`config.mk`:
```
export PLATFORM = sky130hd
export DESIGN_NAME = pwrseq_top
export DESIGN_NICKNAME = d
export VERILOG_FILES = /design/src/rtl/pwrseq_pkg.sv /design/src/rtl/pwrseq_steptab.sv /design/src/rtl/pwrseq_hshk.sv /design/src/rtl/pwrseq_ctrl.sv /design/src/rtl/pwrseq_top.sv
export SDC_FILE = /design/constraint.sdc
export NUM_CORES = 1
export LEC_CHECK = 0
export ABC_AREA = 1
export BUFFER_PORTS_ARGS = -buffer_cell sky130_fd_sc_hd__buf_2
export CAP_MARGIN = 20
export CORE_MARGIN = 4
export CORE_UTILIZATION = 55
export DETAILED_ROUTE_END_ITERATION = 8
export GPL_TIMING_DRIVEN = 0
export PLACE_DENSITY = 0.82
export SLEW_MARGIN = 5
export SYNTH_ARGS = -nofsm -noshare
export SYNTH_HDL_FRONTEND = slang
export SYNTH_HIERARCHICAL = 1
export SYNTH_SLANG_ARGS = --single-unit
```
`constraint.sdc`:
```
create_clock -name clk -period 3.9 [get_ports clk]
set_input_delay 0.195 -clock clk [delete_from_list [all_inputs] [get_ports clk]]
set_output_delay 0.195 -clock clk [all_outputs]
set_load 0.05 [all_outputs]
```
`src/rtl/pwrseq_pkg.sv`:
```
package pwrseq_pkg;

    localparam int MODE_W = 2;
    localparam int STEP_W = 5;
    localparam int IDX_W  = 4;

    typedef logic [MODE_W-1:0] mode_t;
    typedef logic [IDX_W-1:0]  idx_t;

    localparam mode_t M_RUN   = 2'd0;
    localparam mode_t M_LIGHT = 2'd1;
    localparam mode_t M_DEEP  = 2'd2;
    localparam mode_t M_SUSP  = 2'd3;

    typedef enum logic [STEP_W-1:0] {
        S_NONE     = 5'd0,
        S_CLK_WAIT = 5'd1,
        S_CLK_STOP = 5'd2,
        S_CLK_RUN  = 5'd3,
        S_PLL_DOWN = 5'd4,
        S_PLL_24M  = 5'd5,
        S_PLL_UP   = 5'd6,
        S_VOLT     = 5'd7,
        S_DOZE_ON  = 5'd8,
        S_DOZE_OFF = 5'd9,
        S_SLEEP    = 5'd10,
        S_DCDC_INT = 5'd11,
        S_DCDC_EXT = 5'd12,
        S_USB_OFF  = 5'd13,
        S_LDO_WEAK = 5'd14,
        S_LDO_REG  = 5'd15,
        S_OSC_RC   = 5'd16,
        S_OSC_XTAL = 5'd17,
        S_BG_LP    = 5'd18,
        S_BG_MAIN  = 5'd19,
        S_RAM_OFF  = 5'd20,
        S_RAM_ON   = 5'd21,
        S_CPD_SET  = 5'd22,
        S_CPD_CLR  = 5'd23
    } step_e;

    // exit step plus the entry index whose effect it undoes
    typedef struct packed {
        step_e code;
        idx_t  dep;
    } exit_ent_t;

    function automatic idx_t entry_len(mode_t m);
        case (m)
            M_LIGHT: return idx_t'(5);
            M_DEEP:  return idx_t'(10);
            M_SUSP:  return idx_t'(8);
            default: return idx_t'(1);
        endcase
    endfunction

    function automatic idx_t exit_len(mode_t m);
        case (m)
            M_LIGHT: return idx_t'(4);
            M_DEEP:  return idx_t'(8);
            M_SUSP:  return idx_t'(6);
            default: return idx_t'(1);
        endcase
    endfunction

    function automatic step_e entry_step(mode_t m, idx_t i);
        step_e s;
        s = S_NONE;
        case (m)
            M_LIGHT: case (int'(i))
                0: s = S_CLK_WAIT;  1: s = S_PLL_DOWN; 2: s = S_VOLT;
                3: s = S_DOZE_ON;   4: s = S_SLEEP;    default: s = S_NONE;
            endcase
            M_DEEP: case (int'(i))
                0: s = S_CLK_WAIT;  1: s = S_DCDC_INT; 2: s = S_USB_OFF;
                3: s = S_PLL_24M;   4: s = S_LDO_WEAK; 5: s = S_OSC_RC;
                6: s = S_VOLT;      7: s = S_BG_LP;    8: s = S_DOZE_ON;
                9: s = S_SLEEP;     default: s = S_NONE;
            endcase
            M_SUSP: case (int'(i))
                0: s = S_CLK_STOP;  1: s = S_RAM_OFF;  2: s = S_USB_OFF;
                3: s = S_VOLT;      4: s = S_DCDC_INT; 5: s = S_CPD_SET;
                6: s = S_DOZE_ON;   7: s = S_SLEEP;    default: s = S_NONE;
            endcase
            default: s = S_NONE;
        endcase
        return s;
    endfunction

    function automatic exit_ent_t exit_step(mode_t m, idx_t i);
        exit_ent_t e;
        e = '{code: S_NONE, dep: '0};
        case (m)
            M_LIGHT: case (int'(i))
                0: e = '{S_DOZE_OFF, idx_t'(3)};
                1: e = '{S_VOLT,     idx_t'(2)};
                2: e = '{S_PLL_UP,   idx_t'(1)};
                3: e = '{S_CLK_RUN,  idx_t'(0)};
                default: e = '{S_NONE, '0};
            endcase
            M_DEEP: case (int'(i))
                0: e = '{S_DOZE_OFF, idx_t'(8)};
                1: e = '{S_VOLT,     idx_t'(6)};
                2: e = '{S_DCDC_EXT, idx_t'(1)};
                3: e = '{S_OSC_XTAL, idx_t'(5)};
                4: e = '{S_BG_MAIN,  idx_t'(7)};
                5: e = '{S_LDO_REG,  idx_t'(4)};
                6: e = '{S_PLL_UP,   idx_t'(3)};
                7: e = '{S_CLK_RUN,  idx_t'(0)};
                default: e = '{S_NONE, '0};
            endcase
            M_SUSP: case (int'(i))
                0: e = '{S_RAM_ON,   idx_t'(1)};
                1: e = '{S_DCDC_EXT, idx_t'(4)};
                2: e = '{S_CPD_CLR,  idx_t'(5)};
                3: e = '{S_DOZE_OFF, idx_t'(6)};
                4: e = '{S_VOLT,     idx_t'(3)};
                5: e = '{S_CLK_RUN,  idx_t'(0)};
                default: e = '{S_NONE, '0};
            endcase
            default: e = '{S_NONE, '0};
        endcase
        return e;
    endfunction

endpackage

```
`src/rtl/pwrseq_steptab.sv`:
```
module pwrseq_steptab
    import pwrseq_pkg::*;
(
    input  mode_t             mode,
    input  logic              is_exit,
    input  idx_t              idx,
    input  idx_t              done_cnt,
    input  logic              ram_lat,
    output logic [STEP_W-1:0] code,
    output logic              last,
    output logic              skip
);
    exit_ent_t xe;
    step_e     ne;

    always_comb begin
        xe = exit_step(mode, idx);
        ne = entry_step(mode, idx);
        if (is_exit) begin
            code = xe.code;
            last = (idx == exit_len(mode) - 1'b1);
            // undo only what entry finished; RAM restore only if it was cut
            skip = (xe.dep >= done_cnt) || ((xe.code == S_RAM_ON) && !ram_lat);
        end else begin
            code = ne;
            last = (idx == entry_len(mode) - 1'b1);
            skip = (ne == S_RAM_OFF) && !ram_lat;
        end
    end
endmodule

```
`src/rtl/pwrseq_hshk.sv`:
```
module pwrseq_hshk
    import pwrseq_pkg::*;
#(
    parameter int TMO_CYC = 64
) (
    input  logic              clk,
    input  logic              rst,
    input  logic              start,
    input  logic [STEP_W-1:0] start_code,
    input  logic              ready,
    output logic              step_valid,
    output logic [STEP_W-1:0] step_code,
    output logic              done,
    output logic              tmo
);
    localparam int CW = $clog2(TMO_CYC + 1);
    localparam logic [CW-1:0] CNT_LAST = CW'(TMO_CYC - 1);

    logic [CW-1:0] cnt;

    assign done = step_valid & ready;
    assign tmo  = step_valid & ~ready & (cnt == CNT_LAST);

    always_ff @(posedge clk) begin
        if (rst) begin
            step_valid <= 1'b0;
            step_code  <= '0;
            cnt        <= '0;
        end else if (done || tmo) begin
            step_valid <= 1'b0;
            cnt        <= '0;
        end else if (step_valid) begin
            cnt <= cnt + 1'b1;
        end else if (start) begin
            step_valid <= 1'b1;
            step_code  <= start_code;
            cnt        <= '0;
        end
    end

    AST_HOLD_STEP: assert property (@(posedge clk) disable iff (rst)
        (step_valid && !ready && !tmo) |=> (step_valid && $stable(step_code)));
endmodule

```
`src/rtl/pwrseq_ctrl.sv`:
```
module pwrseq_ctrl
    import pwrseq_pkg::*;
(
    input  logic              clk,
    input  logic              rst,
    input  logic              req_valid,
    input  mode_t             req_mode,
    input  logic              ram_off_en,
    input  logic              wake,
    input  logic              hs_active,
    input  logic              hs_done,
    input  logic              hs_tmo,
    input  logic [STEP_W-1:0] hs_code,
    input  logic              tab_last,
    input  logic              tab_skip,
    output mode_t             tab_mode,
    output logic              tab_exit,
    output idx_t              tab_idx,
    output idx_t              tab_done,
    output logic              tab_ram,
    output logic              hs_start,
    output mode_t             cur_mode,
    output mode_t             vsel,
    output logic              busy,
    output logic              err
);
    typedef enum logic [1:0] {ST_IDLE, ST_ENTRY, ST_RESIDENT, ST_EXIT} st_e;

    st_e   st;
    mode_t tgt;
    idx_t  idx, done_cnt;
    logic  ram_lat, wake_lat, doze_on, freq_low;
    logic  in_seq, step_fin;

    assign in_seq   = (st == ST_ENTRY) || (st == ST_EXIT);
    assign hs_start = in_seq && !hs_active && !tab_skip;
    assign step_fin = hs_done || (in_seq && !hs_active && tab_skip);
    assign busy     = in_seq;

    assign tab_mode = tgt;
    assign tab_exit = (st == ST_EXIT);
    assign tab_idx  = idx;
    assign tab_done = done_cnt;
    assign tab_ram  = ram_lat;

    always_ff @(posedge clk) begin
        if (rst) begin
            st       <= ST_IDLE;
            tgt      <= M_RUN;
            idx      <= '0;
            done_cnt <= '0;
            ram_lat  <= 1'b0;
            wake_lat <= 1'b0;
            doze_on  <= 1'b0;
            freq_low <= 1'b0;
            cur_mode <= M_RUN;
            vsel     <= M_RUN;
            err      <= 1'b0;
        end else if (hs_tmo) begin
            st       <= ST_IDLE;
            err      <= 1'b1;
            cur_mode <= M_RUN;
            vsel     <= M_RUN;
            doze_on  <= 1'b0;
            freq_low <= 1'b0;
            wake_lat <= 1'b0;
        end else begin
            case (st)
                ST_IDLE: if (req_valid && req_mode != M_RUN) begin
                    tgt      <= req_mode;
                    ram_lat  <= ram_off_en;
                    idx      <= '0;
                    done_cnt <= '0;
                    wake_lat <= 1'b0;
                    err      <= 1'b0;
                    st       <= ST_ENTRY;
                end
                ST_ENTRY: begin
                    if (wake) wake_lat <= 1'b1;
                    if (step_fin) begin
                        done_cnt <= idx + 1'b1;
                        if (wake || wake_lat) begin
                            st  <= ST_EXIT;
                            idx <= '0;
                        end else if (tab_last) begin
                            st       <= ST_RESIDENT;
                            cur_mode <= tgt;
                        end else begin
                            idx <= idx + 1'b1;
                        end
                    end
                end
                ST_RESIDENT: if (wake) begin
                    st  <= ST_EXIT;
                    idx <= '0;
                end
                default: if (step_fin) begin
                    if (tab_last) begin
                        st       <= ST_IDLE;
                        cur_mode <= M_RUN;
                        wake_lat <= 1'b0;
                    end else begin
                        idx <= idx + 1'b1;
                    end
                end
            endcase

            if (hs_done) begin
                if (hs_code == S_VOLT)
                    vsel <= (st == ST_ENTRY) ? tgt : M_RUN;
                if (hs_code == S_DOZE_ON)  doze_on <= 1'b1;
                if (hs_code == S_DOZE_OFF) doze_on <= 1'b0;
                if (hs_code == S_PLL_DOWN || hs_code == S_PLL_24M || hs_code == S_CLK_STOP)
                    freq_low <= 1'b1;
                if (hs_code == S_PLL_UP || hs_code == S_CLK_RUN)
                    freq_low <= 1'b0;
            end
        end
    end

    AST_DOZE_BEFORE_SLEEP: assert property (@(posedge clk) disable iff (rst)
        (hs_active && hs_code == S_SLEEP) |-> doze_on);
    AST_DOZE_CLEARED: assert property (@(posedge clk) disable iff (rst)
        ($fell(busy) && cur_mode == M_RUN && !err) |-> !doze_on);
    AST_FREQ_BEFORE_VDROP: assert property (@(posedge clk) disable iff (rst)
        (hs_active && hs_code == S_VOLT && st == ST_ENTRY && vsel == M_RUN) |-> freq_low);
    AST_VRAISE_BEFORE_FREQ: assert property (@(posedge clk) disable iff (rst)
        (hs_active && (hs_code == S_PLL_UP || hs_code == S_CLK_RUN)) |-> vsel == M_RUN);
    AST_TMO_TO_RUN: assert property (@(posedge clk) disable iff (rst)
        $rose(err) |-> (cur_mode == M_RUN && !busy && vsel == M_RUN));
    AST_QUIET_WHEN_SETTLED: assert property (@(posedge clk) disable iff (rst)
        (st == ST_IDLE || st == ST_RESIDENT) |-> !hs_active);
endmodule

```
`src/rtl/pwrseq_top.sv`:
```
module pwrseq_top
    import pwrseq_pkg::*;
#(
    parameter int TMO_CYC = 64
) (
    input  logic       clk,
    input  logic       rst,
    input  logic       req_valid,
    input  logic [1:0] req_mode,
    input  logic       ram_off_en,
    input  logic       wake,
    input  logic       step_ready,
    output logic       step_valid,
    output logic [4:0] step_code,
    output logic [1:0] vsel,
    output logic [1:0] cur_mode,
    output logic       busy,
    output logic       err
);
    mode_t             tab_mode;
    logic              tab_exit, tab_ram, tab_last, tab_skip;
    idx_t              tab_idx, tab_done;
    logic [STEP_W-1:0] tab_code;
    logic              hs_start, hs_done, hs_tmo;

    pwrseq_steptab u_tab (
        .mode     (tab_mode),
        .is_exit  (tab_exit),
        .idx      (tab_idx),
        .done_cnt (tab_done),
        .ram_lat  (tab_ram),
        .code     (tab_code),
        .last     (tab_last),
        .skip     (tab_skip)
    );

    pwrseq_hshk #(.TMO_CYC(TMO_CYC)) u_hs (
        .clk        (clk),
        .rst        (rst),
        .start      (hs_start),
        .start_code (tab_code),
        .ready      (step_ready),
        .step_valid (step_valid),
        .step_code  (step_code),
        .done       (hs_done),
        .tmo        (hs_tmo)
    );

    pwrseq_ctrl u_ctrl (
        .clk        (clk),
        .rst        (rst),
        .req_valid  (req_valid),
        .req_mode   (req_mode),
        .ram_off_en (ram_off_en),
        .wake       (wake),
        .hs_active  (step_valid),
        .hs_done    (hs_done),
        .hs_tmo     (hs_tmo),
        .hs_code    (step_code),
        .tab_last   (tab_last),
        .tab_skip   (tab_skip),
        .tab_mode   (tab_mode),
        .tab_exit   (tab_exit),
        .tab_idx    (tab_idx),
        .tab_done   (tab_done),
        .tab_ram    (tab_ram),
        .hs_start   (hs_start),
        .cur_mode   (cur_mode),
        .vsel       (vsel),
        .busy       (busy),
        .err        (err)
    );
endmodule

```
==> run metrics, run 1 <==
status=complete, no violations; placer congestion estimate=0.946; Rel. slew slack=63.1%; Placed Cells=465; worst-case clock buffer depth=2; die area=5870 um^2; Reg clk slew, reported paths=70 ps; Clock Latency Late Sink=290 ps; Min-Delay Path Class=in -> reg; area added between synthesis and finish=9.76%; most frequent cells in the layout=nand2_1, nor2_1, inv_1; final hold vios=0; CTS H-tree depth=2; CP Data Required Time=4090 ps; post-route ant nets=0; Primary FF master, synth=dfxtp_1; fill cell count=417; Mean Syn Cell Area=6.57 um^2; Slew Viols, Final=0; final wirelength=6.01 mm; Tightest Pin Transition=549 ps; Post CTS Setup Buffer Count=0; # rows=24; Hold Slack=170 ps; I/O pin total=20; minimum clock period=3340 ps; number of flops mapped to enable cells by yosys=0; Peak VDD IR=420 uV; kind of end point of the critical path=flop; Finished Core Util=64.0%; Final Cycle Share=85.5%; initial antenna violation count=0; DRC errors left=0; number of hold buffers added after cts=0; vias per inst=5.51; RSZ-0062 raised after global routing=false; Leak=1.30 nW; Core Area=4440 um^2; Worst Path Arrival=3530 ps; DR WL/cell=12.7 um; share of post-route cells with drive strength above 1=18.5%; Synth cell types=42; vias in the first global route=2366; final std cells w/o fill=473; Post-Syn Instances=394; crit path capture=u_hs/cnt[3]; FF-to-FF Start=u_ctrl/tab_idx[0]; Final setup viols=0; FF-to-FF setup slack=560 ps; reg2reg path depth=20; total grt overflow=0; Clock Sink Count=32; cell mode on critical path=inv_1; Slowest-stage cell, CP=dfxtp_1; pwr dens=623 nW/um^2; fmax=0.300 GHz; register area share after synthesis=24.7%; CP cell instances=inv_1 -> ha_1 -> o21ai_0 -> inv_1 -> nand2_1 -> o211ai_1 -> ha_1 -> inv_1 -> o21bai_1 -> nand3_1 -> nand3_1 -> nand2_1 -> a21boi_1 -> nand2_1 -> nor2_1 -> inv_1 -> nor2_8 -> nor2_1 -> o21ai_0 -> nor2_1; first-pass GRT wire length=10.4 mm; worst-path fanout max=12; clk root buf=clkbuf_8; DRT iter0 DRCs=305; Sum Neg Setup Slack=0 ps; CTS resizes=0; CTS tree=built; via count=2604; Worst Setup Start Kind=flop; Die W=76.6 um; IO Port Bufs=19; Max Cap Viol=0; NumNets Final=443; pin count of the biggest net entering global routing=13; most common cell after layout, fill and taps aside=nand2_1; critical path class=reg -> reg; worst r2r dst=u_hs/cnt[3]; Diodes inserted=0; netlist area before placement=2590 um^2; Ys Warns=6; total CTS buffers=5; Critical Path Start=u_ctrl/tab_idx[0]; total track usage=21.4%; Final HPWL DP=4.69 mm; Synth async-reset ratio=0%; DRT Pass-1 Iters=5; synthesized flop and latch total=32; Initial Utilization=58.3%; slowest stage delay, CP=610 ps; die height=76.6 um; final worst clock skew=9.56 ps; Syn Nets=417
registers in the layout (all words and copies together), names as in the netlist:
signal           flops
u_hs/step_code       5
u_ctrl/vsel          2
u_ctrl/tab_ram       1
u_hs/cnt             7
u_ctrl/tab_mode      2
u_ctrl/st            2
u_ctrl/wake_lat      1
u_ctrl/cur_mode      2
u_ctrl/err           1
u_hs/step_valid      1
u_ctrl/tab_idx       4
u_ctrl/tab_done      4
final cells by class:
class	instances	area [um^2]	share of cell area (%)
multi-input combinational	305	1710	60.0
sequential	32	641	22.5
inverter	51	196	6.91
timing repair buffer	19	95.1	3.35
clock buffer	6	82.6	2.90
tap	52	65.1	2.29
buffer	6	47.5	1.67
clock inverter	2	10.0	0.352
cell families (layout without fill, tap and decap cells):
logic type	Yosys count	count (layout)	synth area share, %
AO/OA/AOI/OAI	67	67	14.9
multiplexers	1	1	0.386
adder cells (fa/ha/maj)	15	15	7.25
flip-flops	32	32	24.7
AND/OR/NAND/NOR	216	216	41.3
buffers and inverters	57	84	9.42
XOR/XNOR	6	6	2.03
worst min path at each step:
stage / start / end / slack, ps / cells past startpoint
final: ram_off_en / u_ctrl/tab_ram / 170 / 3
after floorplan: rst / u_hs/step_code[0] / 260 / 1
after detailed placement: u_hs/cnt[6] / u_hs/cnt[6] / 460 / 2
after CTS: req_mode[0] / u_ctrl/tab_mode[0] / 170 / 3
after global placement: ram_off_en / u_ctrl/tab_ram / 430 / 3
after global routing: ram_off_en / u_ctrl/tab_ram / 180 / 3
worst max-delay path: cells and delay by family, from the launching register on:
family,cells,cell delay [ps]
simple gates,9,850
buf+inv,4,450
fa+ha+maj,2,620
flops,1,610
compound gates,5,720
per-layer routing:
metal / part of all wire, % / vias up / global-route usage (%)
li1: - / 1321 / -
met1: 46 / 1171 / 26.7
met2: 46 / 99 / 37.2
met3: 5.6 / 13 / 4.37
met4: 2.0 / 0 / 5.80
met5: 0 / - / 0
Yosys cell counts, types with 2 or more instances:
cell / count / area, um^2
nand2_1: 107 / 402
nor2_1: 49 / 184
inv_1: 39 / 146
dfxtp_1: 32 / 641
a21oi_1: 25 / 125
nand3_1: 22 / 110
o21ai_0: 20 / 100
ha_1: 15 / 188
inv_2: 11 / 41.3
nand2_2: 7 / 43.8
nor2_4: 6 / 67.6
nand3_2: 5 / 50.1
o211ai_1: 5 / 37.5
xor2_1: 5 / 43.8
nand2_4: 4 / 45.0
nand4_1: 4 / 25.0
o21ai_1: 4 / 20.0
a21oi_2: 3 / 26.3
buf_6: 3 / 33.8
buf_2: 2 / 10.0
nand3_4: 2 / 35.0
nor2_2: 2 / 12.5
nor2_8: 2 / 40.0
o21a_1: 2 / 15.0
power breakdown:
part	internal (W)	total (W)	switching [W]
registers	0.000372	0.000436	0.0000643
clock network	0.000141	0.000270	0.000130
logic	0.000350	0.00106	0.000714
total	0.000862	0.00177	0.000908
metrics by stage:
step	instance area, um^2	power, W	setup slack, ps
global route	2840	0.00193	169
global placement	2750	0.00147	645
finish	2840	0.00177	565
floorplan	2590	0.00129	1080
CTS	2840	0.00176	564
detailed placement	2750	0.00149	605
No activity file was read; power rests on OpenSTA's default activity.
==> run 2: changes to the inputs <==
--- a/config.mk
+++ b/config.mk
@@ -9,10 +9,10 @@
 export BUFFER_PORTS_ARGS = -buffer_cell sky130_fd_sc_hd__buf_2
 export CAP_MARGIN = 20
 export CORE_MARGIN = 4
-export CORE_UTILIZATION = 55
+export CORE_UTILIZATION = 50
 export DETAILED_ROUTE_END_ITERATION = 8
 export GPL_TIMING_DRIVEN = 0
-export PLACE_DENSITY = 0.82
+export PLACE_DENSITY = 0.76
 export SLEW_MARGIN = 5
 export SYNTH_ARGS = -nofsm -noshare
 export SYNTH_HDL_FRONTEND = slang
==> run 2 against run 1 <==
  * Clock skew down 4.5 ps
  * Non-clock buffer count stayed put
  * Clock power grew 3%
  * Routed wire length fell by 1.3%
  * Core utilization decreased by 5.2 points
  * Die area increased by 8.9%
  * Sequential power about the same
  * Register-to-register slack hardly changed
  * Hold slack got worse by 9.8 ps
  * Critical endpoint is now u_ctrl/st[0]
  * Largest power group unchanged
  * Highest routed layer unchanged
==> run metrics, run 2 (synthesized netlist as in run 1, its figures left out) <==
Post CTS Setup Buffer Count=0; DRT Pass-1 Iters=5; Final Cycle Share=85.4%; Worst Path Arrival=3510 ps; share of post-route cells with drive strength above 1=18.3%; DRC errors left=0; Tightest Pin Transition=635 ps; Leak=1.30 nW; pin count of the biggest net entering global routing=13; Reg clk slew, reported paths=60 ps; Finished Cell Area=2870 um^2; Initial Utilization=53.1%; RSZ-0062 raised after global routing=false; total CTS buffers=5; pwr dens=623 nW/um^2; area added between synthesis and finish=10.6%; # rows=25; most common cell after layout, fill and taps aside=nand2_1; Reg with most FFs=u_hs/cnt; total grt overflow=0; Largest register FFs=7; Rel. slew slack=57.3%; Clock Sink Count=32; clk root buf=clkbuf_8; die height=80.0 um; Die W=80.0 um; Max Cap Viol=0; Slew Viols, Final=0; Worst Setup Start Kind=flop; Clock Latency Late Sink=290 ps; Area after DPL=2770 um^2; NumNets Final=443; Sum Neg Setup Slack=0 ps; post-route ant nets=0; final hold vios=0; Final setup viols=0; worst-path fanout max=12; Final HPWL DP=4.65 mm; Largest regs=u_hs/cnt (7), u_hs/step_code (5); Diodes inserted=0; vias per inst=5.18; first-pass GRT wire length=10.6 mm; Core Area=4880 um^2; Peak VDD IR=447 uV; most frequent cells in the layout=nand2_1, nor2_1, inv_1; final worst clock skew=5.03 ps; initial antenna violation count=0; final wirelength=5.94 mm; vias in the first global route=2383; worst-case clock buffer depth=2; CP Data Required Time=4090 ps; minimum clock period=3330 ps; CTS H-tree depth=2; Min-Delay Path Class=in -> reg; via count=2522; IO Port Bufs=19; DRT iter0 DRCs=225; total track usage=21.0%; status=complete, no violations; CTS resizes=0; CTS tree=built; Seq. cell area=641 um^2; critical path class=reg -> reg; multi-input gate area in the final layout=1710 um^2; kind of end point of the critical path=flop; fill cell count=489; placer congestion estimate=0.918; fmax=0.300 GHz; I/O pin total=20; DR WL/cell=12.2 um; die area=6400 um^2; number of hold buffers added after cts=0; Finished Core Util=58.7%
-- run 2: cell count changes in the layout (fill, tap and decap cells not counted), sizes merged --
cell / delta
clkbuf: +1
clkinv: -2
-- run 2: where the power goes --
group,internal [W],switching [W]
logic,0.000350,0.000723
registers,0.000372,0.0000631
clock network,0.000157,0.000121
total,0.000879,0.000907
-- run 2: cell type report --
cell class	instances	share of cell area (%)
plain buffers	6	1.66
clock buffers	7	3.36
inverters	51	6.86
multi-input cells	305	59.5
flip-flops and latches	32	22.4
well taps	67	2.93
repair buffers	19	3.32
-- run 2: critical path, cell delays in order (launching register included) --
cell,delay [ps]
dfxtp_1,630
inv_1,180
ha_1,310
o21ai_0,280
inv_1,90
nand2_1,60
o211ai_1,110
ha_1,310
inv_1,40
o21bai_1,110
nand3_1,80
nand3_1,70
nand2_1,40
a21boi_1,120
nand2_1,130
nand3_4,100
nand3_2,90
nand2_4,80
nor2_1,210
nand2_1,80
nand2_1,70
nor2_1,40
-- run 2: per-stage QoR --
step | worst slack (ps) | hold WS, ps | instances | power (W)
CTS | 610 | 154 | 487 | 0.00179
global placement | 624 | 448 | 480 | 0.00149
global route | 95.4 | 158 | 487 | 0.00196
detailed placement | 632 | 450 | 480 | 0.00149
floorplan | 1080 | 264 | 394 | 0.00129
finish | 571 | 160 | 487 | 0.00179
-- run 2: final timing paths --
kind / start / endpoint / slack (ps) / depth (start not counted)
max: u_ctrl/tab_idx[0] / u_ctrl/st[0] / 570 / 21
min reg2reg: u_ctrl/tab_done[3] / u_ctrl/tab_done[3] / 470 / 2
max reg2reg: u_ctrl/tab_idx[0] / u_ctrl/st[0] / 570 / 21
min: ram_off_en / u_ctrl/tab_ram / 160 / 3
-- run 2: routing by layer --
layer / vias to the layer above / routed length [um] / global-route usage, %
met5: - / 0 / 0
met4: 0 / 125 / 7.60
met3: 14 / 276 / 3.61
met2: 66 / 2680 / 34.3
met1: 1119 / 2860 / 27.5
li1: 1323 / - / -
